### src/rtl/pwm_ao_pkg.sv
package pwm_ao_pkg;

  localparam logic [7:0] A_AUTOOFF_HI = 8'hA1;
  localparam logic [7:0] A_AUTOOFF_LO = 8'hA2;
  localparam logic [7:0] A_ENABLE     = 8'hA3;
  localparam logic [7:0] A_PERIOD_LO  = 8'hA4;
  localparam logic [7:0] A_PERIOD_HI  = 8'hA5;
  localparam logic [7:0] A_DUTY_LO    = 8'hA6;
  localparam logic [7:0] A_DUTY_HI    = 8'hA7;

  typedef struct packed {
    logic ao_hi;
    logic ao_lo;
    logic enable;
    logic per_lo;
    logic per_hi;
    logic duty_lo;
    logic duty_hi;
  } wr_sel_t;

endpackage

### src/rtl/pwm_ao_tick.sv
module pwm_ao_tick #(
  parameter int TICK_DIV = 8
) (
  input  logic clk,
  input  logic rst_n,
  output logic tick
);
  generate
    if (TICK_DIV <= 1) begin : g_nodiv
      assign tick = 1'b1;
    end else begin : g_div
      localparam int PW = $clog2(TICK_DIV);
      localparam logic [PW-1:0] LAST = PW'(TICK_DIV - 1);
      logic [PW-1:0] pc_q, pc_d;

      always_comb begin
        if (pc_q == LAST) pc_d = '0;
        else              pc_d = pc_q + PW'(1);
      end

      always_ff @(posedge clk or negedge rst_n) begin
        if (!rst_n) pc_q <= '0;
        else        pc_q <= pc_d;
      end

      assign tick = (pc_q == LAST);


      tick_isolated_chk: assert property (@(posedge clk) disable iff (!rst_n)
        tick |=> !tick);
    end
  endgenerate
endmodule

### src/rtl/pwm_ao_regs.sv
module pwm_ao_regs
  import pwm_ao_pkg::*;
#(
  parameter int ADDR_W = 8,
  parameter int DATA_W = 8,
  localparam int CW = 2 * DATA_W
) (
  input  logic              clk,
  input  logic              rst_n,
  input  logic              wr_en,
  input  logic [ADDR_W-1:0] wr_addr,
  input  logic [DATA_W-1:0] wr_data,
  input  logic              ao_expire,
  output logic              en,
  output logic [CW-1:0]     period,
  output logic [CW-1:0]     duty_cfg,
  output logic [CW-1:0]     ao_limit,
  output logic              per_commit,
  output logic              en_write,
  output logic              ao_commit
);
  wr_sel_t sel;

  logic [DATA_W-1:0] per_hi_q, duty_hi_q, ao_hi_q;
  logic [DATA_W-1:0] per_hi_d, duty_hi_d, ao_hi_d;
  logic [CW-1:0]     period_q, duty_q, limit_q;
  logic [CW-1:0]     period_d, duty_d, limit_d;
  logic              en_q, en_d;

  function automatic logic hit(input logic [ADDR_W-1:0] a, input logic [7:0] ref_a);
    return a == ADDR_W'(ref_a);
  endfunction

  always_comb begin
    sel.ao_hi   = wr_en && hit(wr_addr, A_AUTOOFF_HI);
    sel.ao_lo   = wr_en && hit(wr_addr, A_AUTOOFF_LO);
    sel.enable  = wr_en && hit(wr_addr, A_ENABLE);
    sel.per_lo  = wr_en && hit(wr_addr, A_PERIOD_LO);
    sel.per_hi  = wr_en && hit(wr_addr, A_PERIOD_HI);
    sel.duty_lo = wr_en && hit(wr_addr, A_DUTY_LO);
    sel.duty_hi = wr_en && hit(wr_addr, A_DUTY_HI);
  end

  always_comb begin
    per_hi_d  = sel.per_hi  ? wr_data : per_hi_q;
    duty_hi_d = sel.duty_hi ? wr_data : duty_hi_q;
    ao_hi_d   = sel.ao_hi   ? wr_data : ao_hi_q;
    period_d  = sel.per_lo  ? {per_hi_q, wr_data}  : period_q;
    duty_d    = sel.duty_lo ? {duty_hi_q, wr_data} : duty_q;
    limit_d   = sel.ao_lo   ? {ao_hi_q, wr_data}   : limit_q;
    if (sel.enable)     en_d = wr_data[0];
    else if (ao_expire) en_d = 1'b0;
    else                en_d = en_q;
  end

  always_ff @(posedge clk or negedge rst_n) begin
    if (!rst_n) begin
      per_hi_q  <= '0;
      duty_hi_q <= '0;
      ao_hi_q   <= '1;
      period_q  <= '0;
      duty_q    <= '0;
      limit_q   <= '1;
      en_q      <= 1'b0;
    end else begin
      per_hi_q  <= per_hi_d;
      duty_hi_q <= duty_hi_d;
      ao_hi_q   <= ao_hi_d;
      period_q  <= period_d;
      duty_q    <= duty_d;
      limit_q   <= limit_d;
      en_q      <= en_d;
    end
  end

  assign en         = en_q;
  assign period     = period_q;
  assign duty_cfg   = duty_q;
  assign ao_limit   = limit_q;
  assign per_commit = sel.per_lo;
  assign en_write   = sel.enable;
  assign ao_commit  = sel.ao_lo;


  period_staged_only_chk: assert property (@(posedge clk) disable iff (!rst_n)
    (wr_en && hit(wr_addr, A_PERIOD_HI)) |=> $stable(period_q));
endmodule

### src/rtl/pwm_ao_core.sv
module pwm_ao_core #(
  parameter int CW = 16
) (
  input  logic          clk,
  input  logic          rst_n,
  input  logic          tick,
  input  logic          en,
  input  logic [CW-1:0] period,
  input  logic [CW-1:0] duty_cfg,
  input  logic          per_commit,
  output logic          pwm_out
);
  logic [CW-1:0] cnt_q, cnt_d;
  logic [CW-1:0] live_q, live_d;
  logic          run;

  assign run = en && (period != '0);

  always_comb begin
    cnt_d  = cnt_q;
    live_d = live_q;
    if (per_commit || !run) begin
      cnt_d  = '0;
      live_d = duty_cfg;
    end else if (tick) begin
      if (cnt_q >= period - CW'(1)) begin
        cnt_d  = '0;
        live_d = duty_cfg;
      end else begin
        cnt_d = cnt_q + CW'(1);
      end
    end
  end

  always_ff @(posedge clk or negedge rst_n) begin
    if (!rst_n) begin
      cnt_q  <= '0;
      live_q <= '0;
    end else begin
      cnt_q  <= cnt_d;
      live_q <= live_d;
    end
  end

  assign pwm_out = run && (cnt_q < live_q);


  restart_on_commit_chk: assert property (@(posedge clk) disable iff (!rst_n)
    per_commit |=> (cnt_q == '0));

  phase_in_range_chk: assert property (@(posedge clk) disable iff (!rst_n)
    run |-> (cnt_q < period));

  zero_period_low_chk: assert property (@(posedge clk) disable iff (!rst_n)
    (period == '0) |-> !pwm_out);
endmodule

### src/rtl/pwm_ao_timer.sv
module pwm_ao_timer #(
  parameter int CW = 16
) (
  input  logic          clk,
  input  logic          rst_n,
  input  logic          tick,
  input  logic          en,
  input  logic [CW-1:0] limit,
  input  logic          restart,
  output logic          expire
);
  logic [CW-1:0] ac_q, ac_d;
  logic          off;

  assign off = (limit == '1);

  always_comb begin
    ac_d = ac_q;
    if (restart || !en)                      ac_d = '0;
    else if (tick && !off && ac_q != '1)     ac_d = ac_q + CW'(1);
  end

  always_ff @(posedge clk or negedge rst_n) begin
    if (!rst_n) ac_q <= '0;
    else        ac_q <= ac_d;
  end

  assign expire = en && !off && (ac_q >= limit);


  timer_frozen_when_off_chk: assert property (@(posedge clk) disable iff (!rst_n)
    (off && en && !restart) |=> (ac_q == $past(ac_q)));
endmodule

### src/rtl/pwm_autooff.sv
module pwm_autooff #(
  parameter int TICK_DIV    = 8,
  parameter int ADDR_W      = 8,
  parameter int DATA_W      = 8,
  parameter int SYNC_STAGES = 2
) (
  input  logic              clk,
  input  logic              rst_n,
  input  logic              wr_en,
  input  logic [ADDR_W-1:0] wr_addr,
  input  logic [DATA_W-1:0] wr_data,
  output logic              pwm_out
);
  localparam int CW = 2 * DATA_W;

  logic [SYNC_STAGES-1:0] rs_q;
  logic                   rst_i;

  always_ff @(posedge clk or negedge rst_n) begin
    if (!rst_n) rs_q <= '0;
    else        rs_q <= {rs_q[SYNC_STAGES-2:0], 1'b1};
  end
  assign rst_i = rs_q[SYNC_STAGES-1];

  logic          tick, en, per_commit, en_write, ao_commit, ao_expire;
  logic [CW-1:0] period, duty_cfg, ao_limit;

  pwm_ao_tick #(.TICK_DIV(TICK_DIV)) u_tick (
    .clk(clk), .rst_n(rst_i), .tick(tick)
  );

  pwm_ao_regs #(.ADDR_W(ADDR_W), .DATA_W(DATA_W)) u_regs (
    .clk(clk), .rst_n(rst_i), .wr_en(wr_en), .wr_addr(wr_addr), .wr_data(wr_data),
    .ao_expire(ao_expire), .en(en), .period(period), .duty_cfg(duty_cfg),
    .ao_limit(ao_limit), .per_commit(per_commit), .en_write(en_write),
    .ao_commit(ao_commit)
  );

  pwm_ao_core #(.CW(CW)) u_core (
    .clk(clk), .rst_n(rst_i), .tick(tick), .en(en), .period(period),
    .duty_cfg(duty_cfg), .per_commit(per_commit), .pwm_out(pwm_out)
  );

  pwm_ao_timer #(.CW(CW)) u_timer (
    .clk(clk), .rst_n(rst_i), .tick(tick), .en(en), .limit(ao_limit),
    .restart(en_write || ao_commit), .expire(ao_expire)
  );


  autooff_clears_enable_chk: assert property (@(posedge clk) disable iff (!rst_i)
    (ao_expire && !en_write) |=> !en);

  disabled_low_chk: assert property (@(posedge clk) disable iff (!rst_i)
    (!en && !en_write) |=> !pwm_out);
endmodule

### config.mk
export PLATFORM = sky130hd
export DESIGN_NAME = pwm_autooff
export DESIGN_NICKNAME = d
export VERILOG_FILES = /design/src/rtl/pwm_ao_pkg.sv /design/src/rtl/pwm_ao_tick.sv /design/src/rtl/pwm_ao_regs.sv /design/src/rtl/pwm_ao_core.sv /design/src/rtl/pwm_ao_timer.sv /design/src/rtl/pwm_autooff.sv
export SDC_FILE = /design/constraint.sdc
export NUM_CORES = 1
export LEC_CHECK = 0
export BUFFER_PORTS_ARGS = -buffer_cell sky130_fd_sc_hd__buf_2
export CORE_AREA = 2 2 125 127
export CTS_CLUSTER_DIAMETER = 60
export DETAILED_ROUTE_END_ITERATION = 7
export DIE_AREA = 0 0 127 129
export GPL_TIMING_DRIVEN = 0
export PLACE_DENSITY = 0.63
export SETUP_SLACK_MARGIN = 0.15
export SLEW_MARGIN = 30
export SYNTH_ARGS = -nofsm -noshare
export SYNTH_HDL_FRONTEND = slang
export SYNTH_SLANG_ARGS = --single-unit
export TNS_END_PERCENT = 50
### constraint.sdc
create_clock -name clk -period 3.8 [get_ports clk]
set_input_delay 0.38 -clock clk [delete_from_list [all_inputs] [get_ports clk]]
set_output_delay 0.38 -clock clk [all_outputs]
set_load 0.02 [all_outputs]
* Word-level counts from Yosys, hierarchy flattened
Cells that the tools add are included.
Storage, ports and cells: register bits 126, output and inout bits 1, input port bits 19
Cells by class: equality and inequality tests 10, reductions and logical operators 25, add/subtract/negate cells 4, multiplexer cells 11, magnitude comparators 3
Operator list (count):
- $mux 16 | 8
- $eq 8x8->1 const B | 7
- $add 16x1->16 const B | 2
- $ge 16x16->1 | 2
- $eq 16x16->1 const B | 1
- $lt 16x16->1 | 1
- $ne 16x16->1 const B | 1
- $reduce_bool 16->1 | 1
- $sub 16x1->16 const B | 1
- $logic_and 1x1->1 | 13
- $reduce_bool 2->1 | 4
- $add 3x1->3 const B | 1
- $eq 3x3->1 const B | 1
- $logic_not 1->1 | 3
- $logic_or 1x1->1 | 3
- $mux 3 | 1
- $mux 1 | 2
- $reduce_and 2->1 | 1

* Depth between registers and ports, before layout
Gate-level depths: netlist of the first run.
word-level depth 6, mapped depth 17, gate-level depth less buffers 14

* Modules after synthesis
From an unflattened synthesis of the first run, not the netlist that was laid out.
Unflattened totals: cell total of the unflattened synthesis 611, area total of the unflattened synthesis 6912.9 um^2
Modules (own cells, without submodules):
- pwm_ao_regs | sequential area each 1856.8 um^2, cells an instance 167, area each 2890.3 um^2, times used 1
- pwm_ao_core | sequential area each 800.8 um^2, cells an instance 279, area each 2534.9 um^2, times used 1
- pwm_ao_timer | sequential area each 400.4 um^2, cells an instance 155, area each 1323.8 um^2, times used 1
- pwm_ao_tick | sequential area each 75.1 um^2, cells an instance 6, area each 103.8 um^2, times used 1
- pwm_autooff | sequential area each 50.0 um^2, cells an instance 4, area each 60.1 um^2, times used 1

* Least setup slack after synthesis of the first run
Ideal clock, no wire load.
kind register to register, start register u_regs.period_q[0] (netlist: u_regs.period[0]), end register u_core.live_q[10], path buffers 2, period minus slack after synthesis 4374 ps, slack -574 ps, cell stages (with the launch flop) 17, setup time 127 ps, required time 3673 ps, arrival 4246 ps, cells stage by stage dfrtp_1 -> inv_1 -> ha_1 -> or4b_4 -> nand2b_1 -> or4_1 -> or3_1 -> xor2_1 -> ha_1 -> nand4_1 -> or4_1 -> a221o_1 -> o211ai_1 -> a21bo_4 -> buf_6 -> buf_6 -> mux2_1
Between the ends: cells in the longest elaborated chain, start to end 6
RTL lines:
- start: declaration | line pwm_ao_regs.sv:26 | logic [CW-1:0] period_q, duty_q, limit_q;
- start signal: assignment | line pwm_ao_regs.sv:69 | period_q <= period_d;
- branches (longest 6 deep; another with $sub 16x1->16)
- end signal: assignment | line pwm_ao_core.sv:41 | live_q <= live_d;
- end: declaration | line pwm_ao_core.sv:14 | logic [CW-1:0] live_q, live_d;
Parallel ways; which one is timed is not known. A chain may end at the register's enable or synchronous reset.

* Worst setup path after layout of the first run
start register u_regs.period_q[0] (netlist: u_regs.period[0]), end register u_core.live_q[7]
The elaborated chain is that of the path after synthesis.

==> flow_metrics.py, run 1 <==
metrics = {
    "outcome": {
        "status": "complete, but fails checks",
        "violations": "setup timing",
    },
    "placement": {
        "gp_congestion": 0.807,
        "pre_cts_ws_ns": -0.889,
        "io_buffers": 17,
        "place.detailed.hpwl_um": 10400,
        "numPlacedInstances": 777,
    },
    "die": {
        "die_area_um2": 16400,
        "core_area_um2": 15000,
        "fp.dieH_um": 129,
        "rows": 45,
        "die_x_um": 127,
        "start_util_pct": 44.0,
        "ios": 20,
    },
    "logic_synthesis": {
        "yosys_warnings": 0,
        "synth_seq_cells": 126,
        "synth.cell_area_um2": 6600,
        "synth_nets": 641,
        "avgSynthCellArea_um2": 11.6,
        "yosysSeqAreaShare_pct": 48.3,
        "synth_cell_types": 51,
        "synthArstFlopShare_pct": 100,
        "syn_inst": 570,
        "ys.flop_type": "dfrtp_1",
        "synth_edf_count": 0,
    },
    "setup_path": {
        "arrival_ns": 4.74,
        "crit_type": "register to register",
        "worstPathRequired_ns": 4.09,
        "cp_slowest_stage_delay_ns": 0.54,
        "end_kind": "register",
        "cp_top_family": "simple AND/OR/NAND/NOR gates",
        "critical_path.cell_chain": "inv_2 > ha_4 > or4b_4 > nand2b_4 > or4_4 > or3_1 > xor2_1 > ha_1 > nand4_1 > or4_4 > a221o_1 > o211ai_1 > a21bo_4 > buf_8 > buf_12 > buf_8 > mux2_4",
        "critPathSlowestCell": "or4_4",
        "worst-path-buf-inv": 4,
        "crit_fanout": 5,
        "cp-start-kind": "register",
    },
    "cells_and_area": {
        "stdcell_count": 831,
        "drive_above_1_share_pct": 32.5,
        "area_growth_pct": 19.8,
        "multi_input_area_um2": 3330,
        "regArea_um2": 3190,
        "nets": 701,
        "most-common-layout-cells": "101 x dfrtp_1, 77 x mux2_2, 51 x ha_1",
        "final_common_cell": "dfrtp_1",
        "nFillCells": 1270,
        "antennaDiodeCount": 0,
    },
    "route": {
        "drc": 0,
        "antenna_left": 0,
        "wirelength_um": 15000,
        "drt_pass1_iterations": 5,
        "vias_per_cell": 5.48,
        "drt_iter0_drc": 269,
        "num_vias": 4555,
        "dr_wl_met2_um": 7590,
        "highest_layer": "met4",
        "wl_met1_um": 6580,
        "routedWlPerCell_um": 18.0,
        "route.met3.wl_um": 481,
    },
    "timing": {
        "tightest_slew_ns": 0.695,
        "setup_viol": 32,
        "setup_ws_ns": -0.644,
        "min_period_ns": 4.44,
        "finalHoldViolCount": 0,
        "clock_skew_ns": 0.0110,
        "drv_slew": 0,
        "rsz0062_at_grt": "true",
        "clock.fmax_mhz": 225,
        "post-route-period-util_pct": 117,
        "setup_tns_ns": -17.75,
        "holdWs_ns": 0.266,
        "maxSlewHeadroom_pct": 53.4,
    },
    "cts": {
        "cts_buffers": 17,
        "cts_max_path_buffers": 2,
        "clk_latency_ns": 0.42,
        "clk_pin_slew_ns": 0.06,
        "tritoncts": "built",
        "htree_levels": 4,
        "cts_sinks": 126,
        "root_buffer": "clkbuf_16",
    },
    "global_route": {
        "grt-ovfl-total": 0,
        "grt_pass1_vias": 4697,
        "grt_pass1_wl_um": 24700,
        "antenna_found_initial": 0,
        "grt_max_degree": 53,
        "track_usage_pct": 19.7,
    },
    "power": {
        "pwr-share-clk_pct": 47.2,
        "power_density_nw_per_um2": 399,
        "intPower_mw": 2.38,
        "peakVddDrop_uv": 296,
        "switching_power_uw": 776,
        "total_power_mw": 3.16,
        "p_comb_share_pct": 8.2,
        "swShare_pct": 24.6,
        "pwr-share-seq_pct": 44.7,
        "leakage_nw": 3.78,
    },
    "min_path": {
        "hold_path_class": "register to asynchronous set/reset pin",
    },
    "flow_run": {
        "maxCapViolCount": 0,
    },
}
[per-stage QoR]
stage	utilization, %	instance area [um2]
after floorplan	-	6610
after global placement	46.3	6930
after detailed placement	46.7	6990
after CTS	52.1	7810
after global routing	52.8	7900
final	52.8	7900
[metal layers]
metal / track usage [%] / up-vias
li1: - / 2169
met1: 23.9 / 2265
met2: 34.2 / 96
met3: 4.86 / 25
met4: 7.11 / 0
met5: 0 / -
[final cells by class]
cell class | instances | area share [%]
buffer | 11 | 0.981
clock buffer | 20 | 5.79
clock inverter | 12 | 1.08
inverter | 38 | 1.80
multi-input combinational | 395 | 42.2
sequential | 126 | 40.3
tap | 188 | 2.98
timing repair buffer | 41 | 4.88
[path summary, 6_finish.rpt]
path	from	endpoint	slack, ns	cells past startpoint
min	rs_q[1]	u_regs.duty_hi_q[2]	0.27	0
min in group clk	wr_data[0]	u_regs.en	0.34	3
max reg2reg	u_regs.period[0]	u_core.live_q[7]	-0.64	17
max in group asynchronous	rs_q[1]	u_regs.ao_limit[4]	2.91	1
max	u_regs.period[0]	u_core.live_q[7]	-0.64	17
min reg2reg	rs_q[1]	u_regs.duty_hi_q[2]	0.27	0
[state kept, by name, summed over array words and instances, names as in the netlist]
signal             flops
rs_q                   2
u_core.cnt_q          16
u_core.live_q         16
u_regs.ao_hi_q         8
u_regs.ao_limit       16
u_regs.duty_cfg       16
u_regs.duty_hi_q       8
u_regs.en              1
u_regs.per_hi_q        8
u_regs.period         16
u_tick.g_div.pc_q      3
u_timer.ac_q          16
[cells in the mapped netlist, types with 15 or more instances]
master | n | share of area [%]
a21oi_1 | 15 | 1.1
dfrtp_1 | 102 | 39
dfstp_2 | 24 | 9.6
ha_1 | 52 | 9.9
inv_1 | 38 | 2.2
mux2_2 | 79 | 13
nand2_1 | 29 | 1.7
nand3_1 | 18 | 1.4
nand4_1 | 16 | 1.5
nor2_1 | 44 | 2.5
xnor2_1 | 17 | 2.3
xor2_1 | 19 | 2.5
[power by group through the flow]
stage,logic (mW),registers (mW),clock network (mW)
after floorplan,0.153,1.44,0
after global placement,0.196,1.45,0
after detailed placement,0.232,1.43,0
after CTS,0.254,1.41,1.52
after global routing,0.286,1.41,1.58
final,0.257,1.41,1.49
[worst register-to-register path: cells and delay by family, from the launching register on]
family                     cells  cell delay (ns)
AOI/OAI and AO/OA              3             0.60
xor gates and xnor gates       1             0.15
adders and majority gates      2             0.42
buffers and inverters          4             0.42
DFF                            1             0.40
muxes                          1             0.30
and+or+nand+nor                6             2.02
[kinds of logic (layout without fill, tap and decap cells)]
logic type,Yosys count,in the layout,share of synthesized area (%)
other,1,1,0.0568
adder cells (fa/ha/maj),52,52,9.86
XOR/XNOR,36,36,4.78
multiplexers,89,89,15.2
flip-flops,126,126,48.3
buffers and inverters,49,122,3.11
AND/OR/NAND/NOR,158,158,12.5
AO/OA/AOI/OAI,59,59,6.28
[repair_timing]
item / 4_1_cts / 5_1_grt
gates cloned: 2 / 0
endpoints found under the hold margin: 2 / 0
hold buffers: 1 / 0
gates resized for setup: 25 / 10
pin swaps: 2 / 3
endpoints found under the setup margin: 32 / 32
setup buffers: 13 / 6
Note: power is estimated with default switching activity, not from simulation.
==> inputs of run 2 (changes only) <==
--- a/config.mk
+++ b/config.mk
@@ -6,12 +6,12 @@
 export NUM_CORES = 1
 export LEC_CHECK = 0
 export BUFFER_PORTS_ARGS = -buffer_cell sky130_fd_sc_hd__buf_2
-export CORE_AREA = 2 2 125 127
+export CORE_AREA = 2 2 112 114
 export CTS_CLUSTER_DIAMETER = 60
 export DETAILED_ROUTE_END_ITERATION = 7
-export DIE_AREA = 0 0 127 129
+export DIE_AREA = 0 0 114 116
 export GPL_TIMING_DRIVEN = 0
-export PLACE_DENSITY = 0.63
+export PLACE_DENSITY = 0.76
 export SETUP_SLACK_MARGIN = 0.15
 export SLEW_MARGIN = 30
 export SYNTH_ARGS = -nofsm -noshare
==> run 2 against run 1 <==
  * The run still ends with setup timing left
  * Sequential power barely moved
  * Utilization rose by 13 points
  * Count of clock-buffer cells in the layout did not move
  * Flip-flop and latch count did not move
  * First-iteration DRC count fell by 16%
  * Clock power rose by 8%
  * Critical path depth fell by 1
  * Combinational power rose by 3%
  * Non-clock buffer count fell by 7
  * Register-to-register slack improved by 0.03 ns
  * Critical endpoint is now u_core.live_q[4]
==> flow_metrics.py, run 2 (synthesis gave the netlist of run 1 again) <==
metrics = {
    "outcome": {
        "status": "complete, but fails checks",
        "violations": "setup timing",
    },
    "timing": {
        "tightest_slew_ns": 0.879,
        "clock.fmax_mhz": 226,
        "post-route-period-util_pct": 116,
        "maxSlewHeadroom_pct": 41.3,
        "drv_slew": 0,
        "finalHoldViolCount": 0,
        "rsz0062_at_grt": "true",
        "holdWs_ns": 0.267,
        "min_period_ns": 4.42,
        "setup_ws_ns": -0.615,
        "clock_skew_ns": 0.00729,
        "setup_viol": 32,
    },
    "cts": {
        "cts_max_path_buffers": 2,
        "clk_latency_ns": 0.42,
        "tritoncts": "built",
        "cts_sinks": 126,
        "cts_buffers": 17,
        "htree_levels": 4,
        "root_buffer": "clkbuf_16",
        "clk_pin_slew_ns": 0.06,
    },
    "cells_and_area": {
        "fin_util_pct": 65.7,
        "area_growth_pct": 18.6,
        "stdcell_count": 783,
        "final_common_cell": "dfrtp_1",
        "drive_above_1_share_pct": 31.9,
        "antennaDiodeCount": 0,
        "most-common-layout-cells": "101 x dfrtp_1, 72 x mux2_2, 51 x ha_1",
        "fin_area_um2": 7820,
        "nets": 694,
        "nFillCells": 909,
    },
    "placement": {
        "io_buffers": 17,
        "gp_congestion": 0.801,
        "place.detailed.hpwl_um": 9890,
        "placed_area_um2": 6930,
        "numPlacedInstances": 736,
    },
    "global_route": {
        "grt_pass1_vias": 4868,
        "grt_max_degree": 48,
        "grt_pass1_wl_um": 24200,
        "antenna_found_initial": 0,
        "track_usage_pct": 24.0,
        "grt-ovfl-total": 0,
    },
    "setup_path": {
        "crit_type": "register to register",
        "arrival_ns": 4.72,
        "end_kind": "register",
        "crit_fanout": 7,
        "worstPathRequired_ns": 4.11,
        "cp-start-kind": "register",
    },
    "route": {
        "drc": 0,
        "antenna_left": 0,
        "routedWlPerCell_um": 18.3,
        "drt_pass1_iterations": 4,
        "drt_iter0_drc": 226,
        "vias_per_cell": 5.86,
        "num_vias": 4586,
        "wirelength_um": 14300,
    },
    "die": {
        "core_area_um2": 11900,
        "ios": 20,
        "fp.dieH_um": 116,
        "die_x_um": 114,
        "die_area_um2": 13200,
        "start_util_pct": 55.4,
        "rows": 40,
    },
    "power": {
        "leakage_nw": 3.76,
        "power_density_nw_per_um2": 420,
        "peakVddDrop_uv": 321,
        "total_power_mw": 3.29,
    },
    "flow_run": {
        "maxCapViolCount": 0,
    },
    "min_path": {
        "hold_path_class": "input pin to asynchronous set/reset pin",
    },
}
-- run 2: path summary, 6_finish.rpt --
path                                   from                   to  slack, ns  cells past startpoint
min in group clk                 wr_data[7]  u_regs.duty_hi_q[7]       0.31                      2
max in group asynchronous           rs_q[1]      u_core.cnt_q[7]       2.65                      2
hold reg to reg                     rs_q[1]      u_timer.ac_q[1]       0.28                      0
hold / removal                        rst_n              rs_q[1]       0.27                      2
setup reg to reg           u_regs.period[0]     u_core.live_q[4]      -0.62                     16
setup / recovery           u_regs.period[0]     u_core.live_q[4]      -0.62                     16
-- run 2: power breakdown --
part           internal, mW  switching [mW]
Sequential             1.38          0.0286
Combinational         0.129           0.136
Clock                  1.00           0.610
-- run 2: area by class of cell --
type / count / area, um2 / share of cell area [%]
Clock buffer: 20 / 457 / 5.84
Buffer: 11 / 77.6 / 0.992
Sequential cell: 126 / 3190 / 40.7
Inverter: 38 / 143 / 1.82
Clock inverter: 12 / 134 / 1.71
Multi-Input combinational cell: 395 / 3340 / 42.6
Timing Repair Buffer: 34 / 305 / 3.90
Tap cell: 147 / 184 / 2.35
-- run 2: stage by stage --
stage / worst slack [ns] / TNS [ns]
3_3_place_gp: -0.837 / -21.97
6_report: -0.615 / -16.91
5_1_grt: -0.738 / -21.18
2_1_floorplan: -0.547 / -12.58
4_1_cts: -0.698 / -18.91
3_5_place_dp: -0.926 / -24.07
-- run 2: repair_timing --
action,4_1_cts,5_1_grt
resized for setup,35,6
buffers inserted,8,4
hold endpoints to repair,2,0
cloned,2,0
hold buffers,1,0
endpoints found under the setup margin,32,32
pin swaps,10,7
-- run 2: worst max-delay path, stage by stage (launching register included) --
cell and delay [ns]:
dfrtp_1 0.41, inv_2 0.09, ha_4 0.14, or4b_4 0.46, nand2b_4 0.16, or4_4 0.43, or3_4 0.35, xor2_2 0.16
ha_1 0.29, nand4_1 0.13, or4_4 0.54, a221o_1 0.30, o211ai_1 0.11, a21bo_4 0.16, buf_8 0.12, buf_12 0.14
mux2_4 0.31
-- run 2: routing by layer --
metal | track usage (%) | wire length, um | vias up
met4 | 9.19 | 376 | 0
met5 | 0 | 0 | -
met2 | 42.3 | 7440 | 84
met3 | 6.85 | 530 | 34
met1 | 27.8 | 5960 | 2313
li1 | - | - | 2155
